<file path="src/rtl/sport_pkg.sv">
package sport_pkg;

    localparam int BUS_W  = 32;
    localparam int ADDR_W = 6;

    // register byte offsets
    localparam logic [ADDR_W-1:0] OFS_CTRL  = 6'h00;
    localparam logic [ADDR_W-1:0] OFS_OVRC  = 6'h08;
    localparam logic [ADDR_W-1:0] OFS_DIV   = 6'h0C;
    localparam logic [ADDR_W-1:0] OFS_STAT  = 6'h1C;
    localparam logic [ADDR_W-1:0] OFS_CLR   = 6'h20;
    localparam logic [ADDR_W-1:0] OFS_RXD   = 6'h24;
    localparam logic [ADDR_W-1:0] OFS_TXD   = 6'h28;

    // control field positions
    localparam int CB_EN     = 0;
    localparam int CB_RXON   = 2;
    localparam int CB_TXON   = 3;
    localparam int CB_RXIE   = 5;
    localparam int CB_TXIE   = 7;
    localparam int CB_OVRDIS = 12;

    // status field positions
    localparam int SB_TXE  = 7;
    localparam int SB_RXNE = 5;
    localparam int SB_ORE  = 3;

    typedef struct packed {
        logic txe_ie;
        logic rxne_ie;
        logic tx_on;
        logic rx_on;
        logic en;
    } ctrl_t;

    typedef enum logic [1:0] {
        LN_IDLE  = 2'd0,
        LN_START = 2'd1,
        LN_DATA  = 2'd2,
        LN_STOP  = 2'd3
    } line_state_e;

    function automatic ctrl_t word_to_ctrl(input logic [BUS_W-1:0] w);
        ctrl_t c;
        c.en      = w[CB_EN];
        c.rx_on   = w[CB_RXON];
        c.tx_on   = w[CB_TXON];
        c.rxne_ie = w[CB_RXIE];
        c.txe_ie  = w[CB_TXIE];
        return c;
    endfunction

    function automatic logic [BUS_W-1:0] ctrl_to_word(input ctrl_t c);
        logic [BUS_W-1:0] w;
        w           = '0;
        w[CB_EN]    = c.en;
        w[CB_RXON]  = c.rx_on;
        w[CB_TXON]  = c.tx_on;
        w[CB_RXIE]  = c.rxne_ie;
        w[CB_TXIE]  = c.txe_ie;
        return w;
    endfunction

    function automatic logic [BUS_W-1:0] status_word(input logic txe,
                                                     input logic rxne,
                                                     input logic ore);
        logic [BUS_W-1:0] w;
        w          = '0;
        w[SB_TXE]  = txe;
        w[SB_RXNE] = rxne;
        w[SB_ORE]  = ore;
        return w;
    endfunction

endpackage

</file>
<file path="src/rtl/sport_baudgen.sv">
module sport_baudgen #(
    parameter int DIV_W = 16,
    parameter int OVS   = 16
) (
    input  logic             clk,
    input  logic             rst,
    input  logic             en_i,
    input  logic [DIV_W-1:0] div_i,
    output logic             tick_o
);
    localparam int ACC_W = DIV_W + 1;
    localparam logic [ACC_W-1:0] OVS_V     = ACC_W'(OVS);
    localparam logic [ACC_W-1:0] TWO_OVS_V = ACC_W'(2 * OVS);

    logic [ACC_W-1:0] acc_q;
    logic [ACC_W-1:0] sum;
    logic [ACC_W-1:0] eff_div;

    always_comb begin
        eff_div = ({1'b0, div_i} < OVS_V) ? OVS_V : {1'b0, div_i};
        sum     = acc_q + OVS_V;
        tick_o  = en_i && (sum >= eff_div);
    end

    always_ff @(posedge clk) begin
        if (rst || !en_i) begin
            acc_q <= '0;
        end else if (tick_o) begin
            acc_q <= sum - eff_div;
        end else begin
            acc_q <= sum;
        end
    end


    tick_gap_chk: assert property (@(posedge clk) disable iff (rst)
        (tick_o && ({1'b0, div_i} >= TWO_OVS_V))
            |=> (!tick_o || (div_i != $past(div_i))));

endmodule

</file>
<file path="src/rtl/sport_tx.sv">
module sport_tx
    import sport_pkg::*;
#(
    parameter int DATA_BITS = 8,
    parameter int OVS       = 16
) (
    input  logic                 clk,
    input  logic                 rst,
    input  logic                 tick_i,
    input  logic                 en_i,
    input  logic                 pend_i,
    input  logic [DATA_BITS-1:0] data_i,
    output logic                 take_o,
    output logic                 txd_o
);
    localparam int CNT_W = $clog2(OVS);
    localparam int IDX_W = $clog2(DATA_BITS);
    localparam logic [CNT_W-1:0] CNT_LAST = CNT_W'(OVS - 1);
    localparam logic [IDX_W-1:0] IDX_LAST = IDX_W'(DATA_BITS - 1);

    line_state_e          st_q;
    logic [CNT_W-1:0]     cnt_q;
    logic [IDX_W-1:0]     idx_q;
    logic [DATA_BITS-1:0] sh_q;
    logic                 bit_end;

    assign take_o  = (st_q == LN_IDLE) && en_i && pend_i;
    assign bit_end = tick_i && (cnt_q == CNT_LAST);

    always_ff @(posedge clk) begin
        if (rst) begin
            st_q  <= LN_IDLE;
            cnt_q <= '0;
            idx_q <= '0;
            sh_q  <= '0;
        end else if (!en_i) begin
            st_q  <= LN_IDLE;
            cnt_q <= '0;
        end else if (st_q == LN_IDLE) begin
            if (take_o) begin
                sh_q  <= data_i;
                st_q  <= LN_START;
                cnt_q <= '0;
                idx_q <= '0;
            end
        end else if (tick_i) begin
            cnt_q <= bit_end ? '0 : cnt_q + 1'b1;
            if (bit_end) begin
                case (st_q)
                    LN_START: st_q <= LN_DATA;
                    LN_DATA: begin
                        sh_q  <= sh_q >> 1;
                        idx_q <= idx_q + 1'b1;
                        if (idx_q == IDX_LAST) st_q <= LN_STOP;
                    end
                    default: st_q <= LN_IDLE;
                endcase
            end
        end
    end

    always_comb begin
        case (st_q)
            LN_START: txd_o = 1'b0;
            LN_DATA:  txd_o = sh_q[0];
            default:  txd_o = 1'b1;
        endcase
    end

endmodule

</file>
<file path="src/rtl/sport_rx.sv">
module sport_rx
    import sport_pkg::*;
#(
    parameter int DATA_BITS = 8,
    parameter int OVS       = 16
) (
    input  logic                 clk,
    input  logic                 rst,
    input  logic                 tick_i,
    input  logic                 en_i,
    input  logic                 rxd_i,
    output logic                 done_o,
    output logic [DATA_BITS-1:0] data_o
);
    localparam int CNT_W = $clog2(OVS);
    localparam int IDX_W = $clog2(DATA_BITS);
    localparam logic [CNT_W-1:0] CNT_LAST  = CNT_W'(OVS - 1);
    localparam logic [CNT_W-1:0] HALF_LAST = CNT_W'(OVS / 2 - 1);
    localparam logic [IDX_W-1:0] IDX_LAST  = IDX_W'(DATA_BITS - 1);

    logic                 s1_q, s2_q;
    line_state_e          st_q;
    logic [CNT_W-1:0]     cnt_q;
    logic [IDX_W-1:0]     idx_q;
    logic [DATA_BITS-1:0] sh_q;
    logic                 bit_end;

    assign bit_end = tick_i && (cnt_q == CNT_LAST);
    assign done_o  = (st_q == LN_STOP) && bit_end;
    assign data_o  = sh_q;

    always_ff @(posedge clk) begin
        if (rst) begin
            s1_q <= 1'b1;
            s2_q <= 1'b1;
        end else begin
            s1_q <= rxd_i;
            s2_q <= s1_q;
        end
    end

    always_ff @(posedge clk) begin
        if (rst) begin
            st_q  <= LN_IDLE;
            cnt_q <= '0;
            idx_q <= '0;
            sh_q  <= '0;
        end else if (!en_i) begin
            st_q  <= LN_IDLE;
            cnt_q <= '0;
        end else if (tick_i) begin
            case (st_q)
                LN_IDLE: begin
                    if (!s2_q) begin
                        st_q  <= LN_START;
                        cnt_q <= '0;
                    end
                end
                LN_START: begin
                    if (cnt_q == HALF_LAST) begin
                        cnt_q <= '0;
                        idx_q <= '0;
                        st_q  <= s2_q ? LN_IDLE : LN_DATA;
                    end else begin
                        cnt_q <= cnt_q + 1'b1;
                    end
                end
                LN_DATA: begin
                    if (bit_end) begin
                        sh_q  <= {s2_q, sh_q[DATA_BITS-1:1]};
                        cnt_q <= '0;
                        idx_q <= idx_q + 1'b1;
                        if (idx_q == IDX_LAST) st_q <= LN_STOP;
                    end else begin
                        cnt_q <= cnt_q + 1'b1;
                    end
                end
                default: begin
                    if (bit_end) begin
                        st_q  <= LN_IDLE;
                        cnt_q <= '0;
                    end else begin
                        cnt_q <= cnt_q + 1'b1;
                    end
                end
            endcase
        end
    end


    done_pulse_chk: assert property (@(posedge clk) disable iff (rst)
        done_o |=> !done_o);

endmodule

</file>
<file path="src/rtl/serial_port_core.sv">
module serial_port_core
    import sport_pkg::*;
#(
    parameter int DIV_W     = 16,
    parameter int OVS       = 16,
    parameter int DATA_BITS = 8
) (
    input  logic              clk,
    input  logic              rst,
    input  logic              bus_en,
    input  logic              bus_we,
    input  logic [ADDR_W-1:0] bus_addr,
    input  logic [BUS_W-1:0]  bus_wdata,
    output logic [BUS_W-1:0]  bus_rdata,
    input  logic              rxd,
    output logic              txd,
    output logic              irq
);
    ctrl_t                ctrl_q;
    logic                 ovr_dis_q;
    logic [DIV_W-1:0]     div_q;
    logic                 txe_q;
    logic [DATA_BITS-1:0] tx_hold_q;
    logic                 rxne_q;
    logic                 ore_q;
    logic [DATA_BITS-1:0] rx_data_q;

    logic wr, rd;
    logic wr_ctrl, wr_ovrc, wr_div, wr_clr, wr_txd, rd_rx;
    logic tick, tx_take, rx_done, rx_held;
    logic [DATA_BITS-1:0] rx_byte;

    always_comb begin
        wr      = bus_en && bus_we;
        rd      = bus_en && !bus_we;
        wr_ctrl = wr && (bus_addr == OFS_CTRL);
        wr_ovrc = wr && (bus_addr == OFS_OVRC);
        wr_div  = wr && (bus_addr == OFS_DIV);
        wr_clr  = wr && (bus_addr == OFS_CLR);
        wr_txd  = wr && (bus_addr == OFS_TXD);
        rd_rx   = rd && (bus_addr == OFS_RXD);
        rx_held = rxne_q && !rd_rx;
    end

    sport_baudgen #(.DIV_W(DIV_W), .OVS(OVS)) u_baud (
        .clk    (clk),
        .rst    (rst),
        .en_i   (ctrl_q.en),
        .div_i  (div_q),
        .tick_o (tick)
    );

    sport_tx #(.DATA_BITS(DATA_BITS), .OVS(OVS)) u_tx (
        .clk    (clk),
        .rst    (rst),
        .tick_i (tick),
        .en_i   (ctrl_q.en && ctrl_q.tx_on),
        .pend_i (!txe_q),
        .data_i (tx_hold_q),
        .take_o (tx_take),
        .txd_o  (txd)
    );

    sport_rx #(.DATA_BITS(DATA_BITS), .OVS(OVS)) u_rx (
        .clk    (clk),
        .rst    (rst),
        .tick_i (tick),
        .en_i   (ctrl_q.en && ctrl_q.rx_on),
        .rxd_i  (rxd),
        .done_o (rx_done),
        .data_o (rx_byte)
    );

    // configuration registers
    always_ff @(posedge clk) begin
        if (rst) begin
            ctrl_q    <= '0;
            ovr_dis_q <= 1'b0;
            div_q     <= '0;
        end else begin
            if (wr_ctrl) ctrl_q    <= word_to_ctrl(bus_wdata);
            if (wr_ovrc) ovr_dis_q <= bus_wdata[CB_OVRDIS];
            if (wr_div)  div_q     <= bus_wdata[DIV_W-1:0];
        end
    end

    // transmit holding register; a write in the take cycle wins
    always_ff @(posedge clk) begin
        if (rst) begin
            txe_q     <= 1'b1;
            tx_hold_q <= '0;
        end else begin
            if (tx_take) txe_q <= 1'b1;
            if (wr_txd) begin
                tx_hold_q <= bus_wdata[DATA_BITS-1:0];
                txe_q     <= 1'b0;
            end
        end
    end

    // receive holding register and flags; a same-cycle read frees the slot
    always_ff @(posedge clk) begin
        if (rst) begin
            rxne_q    <= 1'b0;
            ore_q     <= 1'b0;
            rx_data_q <= '0;
        end else begin
            if (wr_clr && bus_wdata[SB_ORE]) ore_q <= 1'b0;
            if (rd_rx) rxne_q <= 1'b0;
            if (rx_done) begin
                if (rx_held && !ovr_dis_q) begin
                    ore_q <= 1'b1;
                end else begin
                    rx_data_q <= rx_byte;
                    rxne_q    <= 1'b1;
                end
            end
        end
    end

    always_comb begin
        case (bus_addr)
            OFS_CTRL: bus_rdata = ctrl_to_word(ctrl_q);
            OFS_OVRC: bus_rdata = BUS_W'({ovr_dis_q, {CB_OVRDIS{1'b0}}});
            OFS_DIV:  bus_rdata = BUS_W'(div_q);
            OFS_STAT: bus_rdata = status_word(txe_q, rxne_q, ore_q);
            OFS_RXD:  bus_rdata = BUS_W'(rx_data_q);
            OFS_TXD:  bus_rdata = BUS_W'(tx_hold_q);
            default:  bus_rdata = '0;
        endcase
    end

    assign irq = (txe_q && ctrl_q.txe_ie) || ((rxne_q || ore_q) && ctrl_q.rxne_ie);


    ore_rise_chk: assert property (@(posedge clk) disable iff (rst)
        $rose(ore_q) |-> ($past(rxne_q) && !$past(ovr_dis_q)));


    rxdata_hold_chk: assert property (@(posedge clk) disable iff (rst)
        (rxne_q && !ovr_dis_q && !rd_rx) |=> $stable(rx_data_q));


    txe_fall_chk: assert property (@(posedge clk) disable iff (rst)
        $fell(txe_q) |-> $past(wr_txd));

endmodule

</file>
<file path="config.mk">
export PLATFORM = sky130hd
export DESIGN_NAME = serial_port_core
export DESIGN_NICKNAME = d
export VERILOG_FILES = /design/src/rtl/sport_pkg.sv /design/src/rtl/sport_baudgen.sv /design/src/rtl/sport_tx.sv /design/src/rtl/sport_rx.sv /design/src/rtl/serial_port_core.sv
export SDC_FILE = /design/constraint.sdc
export NUM_CORES = 1
export LEC_CHECK = 0
export ABC_AREA = 1
export CORE_UTILIZATION = 50
export DETAILED_ROUTE_END_ITERATION = 8
export PLACE_DENSITY = 0.86
export SYNTH_ARGS = -nofsm -noshare
export SYNTH_HDL_FRONTEND = slang
export SYNTH_HIERARCHICAL = 1
export SYNTH_SLANG_ARGS = --single-unit
</file>
<file path="constraint.sdc">
create_clock -name clk -period 3.6 [get_ports clk]
set_clock_uncertainty 0.2 [all_clocks]
set_input_delay 0.54 -clock clk [delete_from_list [all_inputs] [get_ports clk]]
set_output_delay 0.54 -clock clk [all_outputs]
set_load 0.02 [all_outputs]
</file>
# After elaboration in Yosys (flattened, before gate mapping)
# Cells that the tools add are included.
# W data, S select, Z words.
[classes]
n_addsub = 6
mul = 0
n_div = 0
magnitude_cmp = 2
n_eq_ne = 22
shift = 0
n_mux = 46
n_bitwise = 3
n_reduce_logical = 48
[ops]
columns = ["op", "n"]
rows = [
  ["$pmux W16 S6", 1],
  ["$mux W8", 5],
  ["$mux W4", 7],
  ["$mux W2", 11],
  ["$logic_and A1 B1 Y1", 21],
  ["$mux W3", 7],
  ["$eq A6 B6 Y1 const B", 3],
  ["$add A17 B5 Y17 const B", 1],
  ["$ge A17 B17 Y1", 1],
  ["$mux W17", 1],
  ["$sub A17 B17 Y17", 1],
  ["$lt A16 B5 Y1 const B", 1],
  ["$mux W16", 1],
  ["$eq A6 B4 Y1 const B", 2],
  ["$reduce_and A5 Y1", 2],
  ["$reduce_bool A2 Y1", 5],
  ["$add A4 B1 Y4 const B", 2],
  ["$eq A4 B4 Y1 const B", 2],
  ["$mux W1", 8],
  ["$pmux W4 S2", 1],
  ["$reduce_and A4 Y1", 2],
  ["$add A3 B1 Y3 const B", 2],
  ["$eq A2 B2 Y1 const B", 3],
  ["$eq A3 B3 Y1 const B", 2],
  ["19 further kinds", 35],
]
[totals]
register_bits = 94
latchBits = 0
ramBits = 0
mem_bits_ro = 0
inputBits = 43
out_inout_bits = 34
elab_cells = 150
n_memories = 0

# Depth between registers and ports, before layout
[logic_depth]
word_depth = 8
ltp_mapped = 27
depth_no_buf = 27

# Hierarchy
# The synthesis kept the hierarchy.
[by_module_without_submodules]
columns = ["mod", "instances", "cells_each", "area_each_um2"]
rows = [
  ["serial_port_core", 1, 306, 2060.7],
  ["sport_baudgen", 1, 343, 1965.6],
  ["sport_tx", 1, 145, 1008.5],
  ["sport_rx", 1, 120, 950.9],
]

# Worst setup path before layout
# OpenSTA, ideal clock, no wires.
[synth_path]
kind = "register to register"
start = "reg u_baud.acc_q[4]"
end = "reg ore_q"
setup_ps = 70
arrival_ps = 3527
slack_ps = -197
path_stages_with_launch = 27
synth_period_minus_slack_ps = 3797
cell_sequence = "dfxtp_1 > ha_1 > nand3_1 > nor2_1 > nand3_1 > nor2_1 > nand2_1 > xor2_1 > inv_1 > ha_1 > nand2_1 > nor2_2 > and3_1 > nand2_1 > nand2_1 > nand2_2 > nand2_4 > nand2_4 > inv_2 > nand2_2 > nor2_4 > inv_1 > nor3_1 > clkbuf_1 > buf_2 > nand4_1 > a21oi_1"
[synth_between]
elab_chain_len = 6
[synth_rtl]
columns = ["item", "line", "source"]
rows = [
  ["start, declared", "sport_baudgen.sv:15", "logic [ACC_W-1:0] acc_q;"],
  ["start signal, assigned", "sport_baudgen.sv:29", "acc_q <= sum - eff_div;"],
  ["start signal, assigned", "sport_baudgen.sv:31", "acc_q <= sum;"],
  ["$add A17 B5 Y17", "sport_baudgen.sv:21", "sum = acc_q + OVS_V;"],
  ["$ge A17 B17 Y1", "sport_baudgen.sv:22", "tick_o = en_i && (sum >= eff_div);"],
  ["$logic_and A1 B1 Y1", "sport_baudgen.sv:22", ""],
  ["named net tick", "serial_port_core.sv:30", "logic tick, tx_take, rx_done, rx_held;"],
  ["$logic_and A1 B1 Y1", "sport_rx.sv:28", "assign bit_end = tick_i && (cnt_q == CNT_LAST);"],
  ["$logic_and A1 B1 Y1", "sport_rx.sv:29", "assign done_o = (st_q == LN_STOP) && bit_end;"],
  ["named net rx_done", "serial_port_core.sv:30", ""],
  ["$mux W1", "serial_port_core.sv:110", "if (rx_done) begin"],
  ["end signal, assigned", "serial_port_core.sv:105", "ore_q <= 1'b0;"],
  ["end signal, assigned", "serial_port_core.sv:108", "if (wr_clr && bus_wdata[SB_ORE]) ore_q <= 1'b0;"],
  ["end signal, assigned", "serial_port_core.sv:112", "ore_q <= 1'b1;"],
  ["end, declared", "serial_port_core.sv:25", "logic ore_q;"],
]
# The timed path passes the listed nets, and every way through them passes these cells.
# A chain may end at the register's enable or synchronous reset.

# Final worst setup path
[layout_path]
start = "reg u_baud.acc_q[5]"
end = "reg rx_data_q[7]"
[layout_between]
elab_chain_len = 6
[layout_rtl]
columns = ["item", "line", "source"]
rows = [
  ["$add A17 B5 Y17", "sport_baudgen.sv:21", ""],
  ["$ge A17 B17 Y1", "sport_baudgen.sv:22", ""],
  ["$logic_and A1 B1 Y1", "sport_baudgen.sv:22", ""],
  ["named net tick", "serial_port_core.sv:30", ""],
  ["$logic_and A1 B1 Y1", "sport_rx.sv:28", ""],
  ["$logic_and A1 B1 Y1", "sport_rx.sv:29", ""],
  ["named net rx_done", "serial_port_core.sv:30", ""],
  ["$reduce_and A2 Y1 (no line)", "--", ""],
  ["end signal, assigned", "serial_port_core.sv:114", "rx_data_q <= rx_byte;"],
  ["end, declared", "serial_port_core.sv:26", "logic [DATA_BITS-1:0] rx_data_q;"],
]
# The timed path passes the listed nets, and every way through them passes these cells.

==> results.toml <==
[cts]
clk_pin_slew_ns = 0.07
clk_path_buf_depth = 2
cts_num_sinks = 94
tritoncts = "built"
cts-root-buf = "clkbuf_16"
h-tree-depth = 3
cts_inserted_buffers = 9
clk_latency_ns = 0.34

[synth]
yosys.area.top_type = "dfxtp_1"
synth_seq_cells = 94
avgSynthCellArea_um2 = 6.549
yosysUniqueCellTypes = 39
async_flop_share_pct = 0
synthCells = 914
seq_area_frac_synth_pct = 31.44
yosysWarnings = 6
synth_area_leaders = "dfxtp_1, nand2_1, nor2_1"
synth_enable_flop_cells = 0
netlist_area_mm2 = 0.005986
synth_top_cell_area_share_pct = 31.44
ys.flop_type = "dfxtp_1"

[timing]
tightest_slew_ns = 0.8150
maxSlewViolCount = 0
hold_violations = 0
hold_slack_ns = 0.2135
slew_headroom_pct = 45.61
post-route-min-period_ns = 3.499
fin_tns_setup_ns = 0
max_freq_mhz = 285.8
setup_viol = 0
rsz0062_at_grt = "true"
fin_crit_sh_pct = 97.18

[critical_path]
crit_required_ns = 3.63
critPathKind = "reg2reg"
startpoint = "u_baud/acc_q[5]$_SDFF_PP0_"
rr_startpoint = "u_baud/acc_q[5]$_SDFF_PP0_"
r2r_cells = 26
setup.worst_path.end = "rx_data_q[7]$_SDFFE_PP0P_"
cp-start-kind = "register"
crit_arrival_ns = 3.53
r2r-end = "rx_data_q[7]$_SDFFE_PP0P_"
crit_fanout = 5
endpoint_kind = "register"
r2r_slack_ns = 0.10

[final_layout]
fin_area_mm2 = 0.007183
nNetsFinal = 1050
final_common_cell = "nand2_1"
layout_common_cells = "nand2_1, nor2_1, inv_1"
drive_gt1_share_pct = 14.82
areaGrowthSynthToFinish_pct = 20.00
antenna_cells = 0
fin_util_pct = 62.11

[global_routing]
busiest_layer = "met2"
antenna_found_initial = 0
grtUsageMet2_pct = 41.54
grt_pass1_wl_um = 24670
grt_pass1_vias = 5429
grt_overflow = 0
track_usage_pct = 24.59
grt_max_degree = 37
grt_use_met3_pct = 5.553
grtUsageMet1_pct = 30.50

[flow_run]
maxCapViolCount = 0

[drt]
drt_iter0_drc = 528
wl_per_cell_um = 13.35
routed-via-count = 5916
vias_per_cell = 5.245
first_pass_iters = 7
drc_errors = 8
postRouteAntennaNets = 0
wl_um = 15060

[pwr]
ir_drop_mv = 0.3570
power.leakage_nw = 3.182
power_density_mw_per_mm2 = 302.6

[floorplan]
dieArea_mm2 = 0.01241
rows = 39
pin_count = 77
die_x_um = 111.4
core_area_mm2 = 0.01156
die_h_um = 111.4
initial_core_util_pct = 51.76

[placement]
gp_congestion = 0.9413
place.port_buffers = 44
hpwlAfterDp_um = 10470
placed_area_mm2 = 0.006556

[status]
status = "complete, but fails checks"
violations = "design-rule violations"

[hold_path]
hp-class = "reg2reg"
==> sequential cells by signal, indices dropped and copies added, names as in the netlist, 4 cells and up <==
name	cells
u_tx/cnt_q	4
ctrl_q	5
rx_data_q	8
u_rx/data_o	8
u_baud/acc_q	17
u_tx/sh_q	8
tx_hold_q	8
div_q	16
u_rx/cnt_q	4
==> how the worst min path moves through the flow <==
stage / start / slack, ns / depth (start not counted) / endpoint
finish: u_rx/s1_q$_SDFF_PP1_ / 0.21 / 1 / u_rx/s2_q$_SDFF_PP1_
global placement: u_rx/s1_q$_SDFF_PP1_ / 0.19 / 1 / u_rx/s2_q$_SDFF_PP1_
global route: u_rx/s1_q$_SDFF_PP1_ / 0.23 / 1 / u_rx/s2_q$_SDFF_PP1_
detailed placement: u_rx/s1_q$_SDFF_PP1_ / 0.20 / 1 / u_rx/s2_q$_SDFF_PP1_
floorplan: u_rx/s1_q$_SDFF_PP1_ / 0.19 / 1 / u_rx/s2_q$_SDFF_PP1_
CTS: u_rx/s1_q$_SDFF_PP1_ / 0.22 / 1 / u_rx/s2_q$_SDFF_PP1_
==> worst max-delay path, cell delays in order (launching register included) <==
cell	delay, ns
dfxtp_2	0.36
ha_4	0.16
nand3_4	0.09
nor2_4	0.10
nand3_2	0.10
nor2_2	0.11
nand2_1	0.09
xor2_2	0.20
inv_2	0.07
ha_4	0.29
nand2_2	0.06
nor2_2	0.12
and3_1	0.15
nand2_1	0.07
nand2_1	0.08
nand2_2	0.06
nand2_4	0.07
nand2_4	0.06
inv_6	0.08
nand2_4	0.05
nor2_4	0.12
inv_2	0.06
nor3_4	0.24
buf_6	0.17
nand3_1	0.08
nand2_1	0.09
nor2_1	0.05
==> final cells by class <==
cell class	count	area [µm²]
multi-input cells	671	3615
well taps	143	178.9
inverters	126	478.0
repair buffers	78	706.9
fillers	970	4382
clock buffers	10	239.0
flip-flops and latches	94	1898
clock inverters	6	67.56
==> Yosys cell counts (5+ instances only) <==
master,count
a21boi_0,7
a21oi_1,57
a22oi_1,5
buf_2,8
buf_4,19
buf_6,6
dfxtp_1,94
ha_1,26
inv_1,122
nand2_1,211
nand2_2,15
nand3_1,50
nand3b_1,5
nand4_1,7
nor2_1,155
nor2_2,7
nor2_4,8
o21ai_0,48
o21bai_1,5
xnor2_1,7
xor2_1,11
==> repair_timing <==
item	CTS	global route
hold buffers	0	0
buffers inserted	1	8
gates cloned	2	0
gates resized for setup	17	45
pin swaps	4	24
setup endpoints to repair	10	42
==> stage by stage <==
step / power [mW] / instances / worst slack, ns
after CTS: 2.187 / 1120 / 0.00002598
after floorplan: 1.163 / 929 / 0.01567
final: 2.174 / 1128 / 0.1014
after global placement: 1.203 / 1101 / 0.007544
after global routing: 2.245 / 1128 / -0.08826
after detailed placement: 1.204 / 1101 / -0.05624
==> logic make-up (layout without fill, tap and decap cells) <==
logic type,count (synthesis),count (layout),synth area share [%]
simple gates,481,481,35.60
buf+inv,164,220,12.58
compound gates,129,129,11.91
flops,94,94,31.44
fa+ha+maj,27,27,5.769
xor+xnor,18,18,2.634
other cells,1,16,0.06265
==> per-layer routing <==
layer / share of wire [%] / wire, µm
met4: 2.5 / 378
met2: 48 / 7204
met3: 6.7 / 1009
met1: 43 / 6464
met5: 0 / 0
==> report_power, final <==
group	internal (mW)	leakage, nW	switching, mW
Sequential	1.04	0.763	0.00219
Clock	0.561	0.145	0.426
Combinational	0.0582	2.27	0.0858
Total	1.66	3.18	0.514
Note: power is estimated with default switching activity, not from simulation.
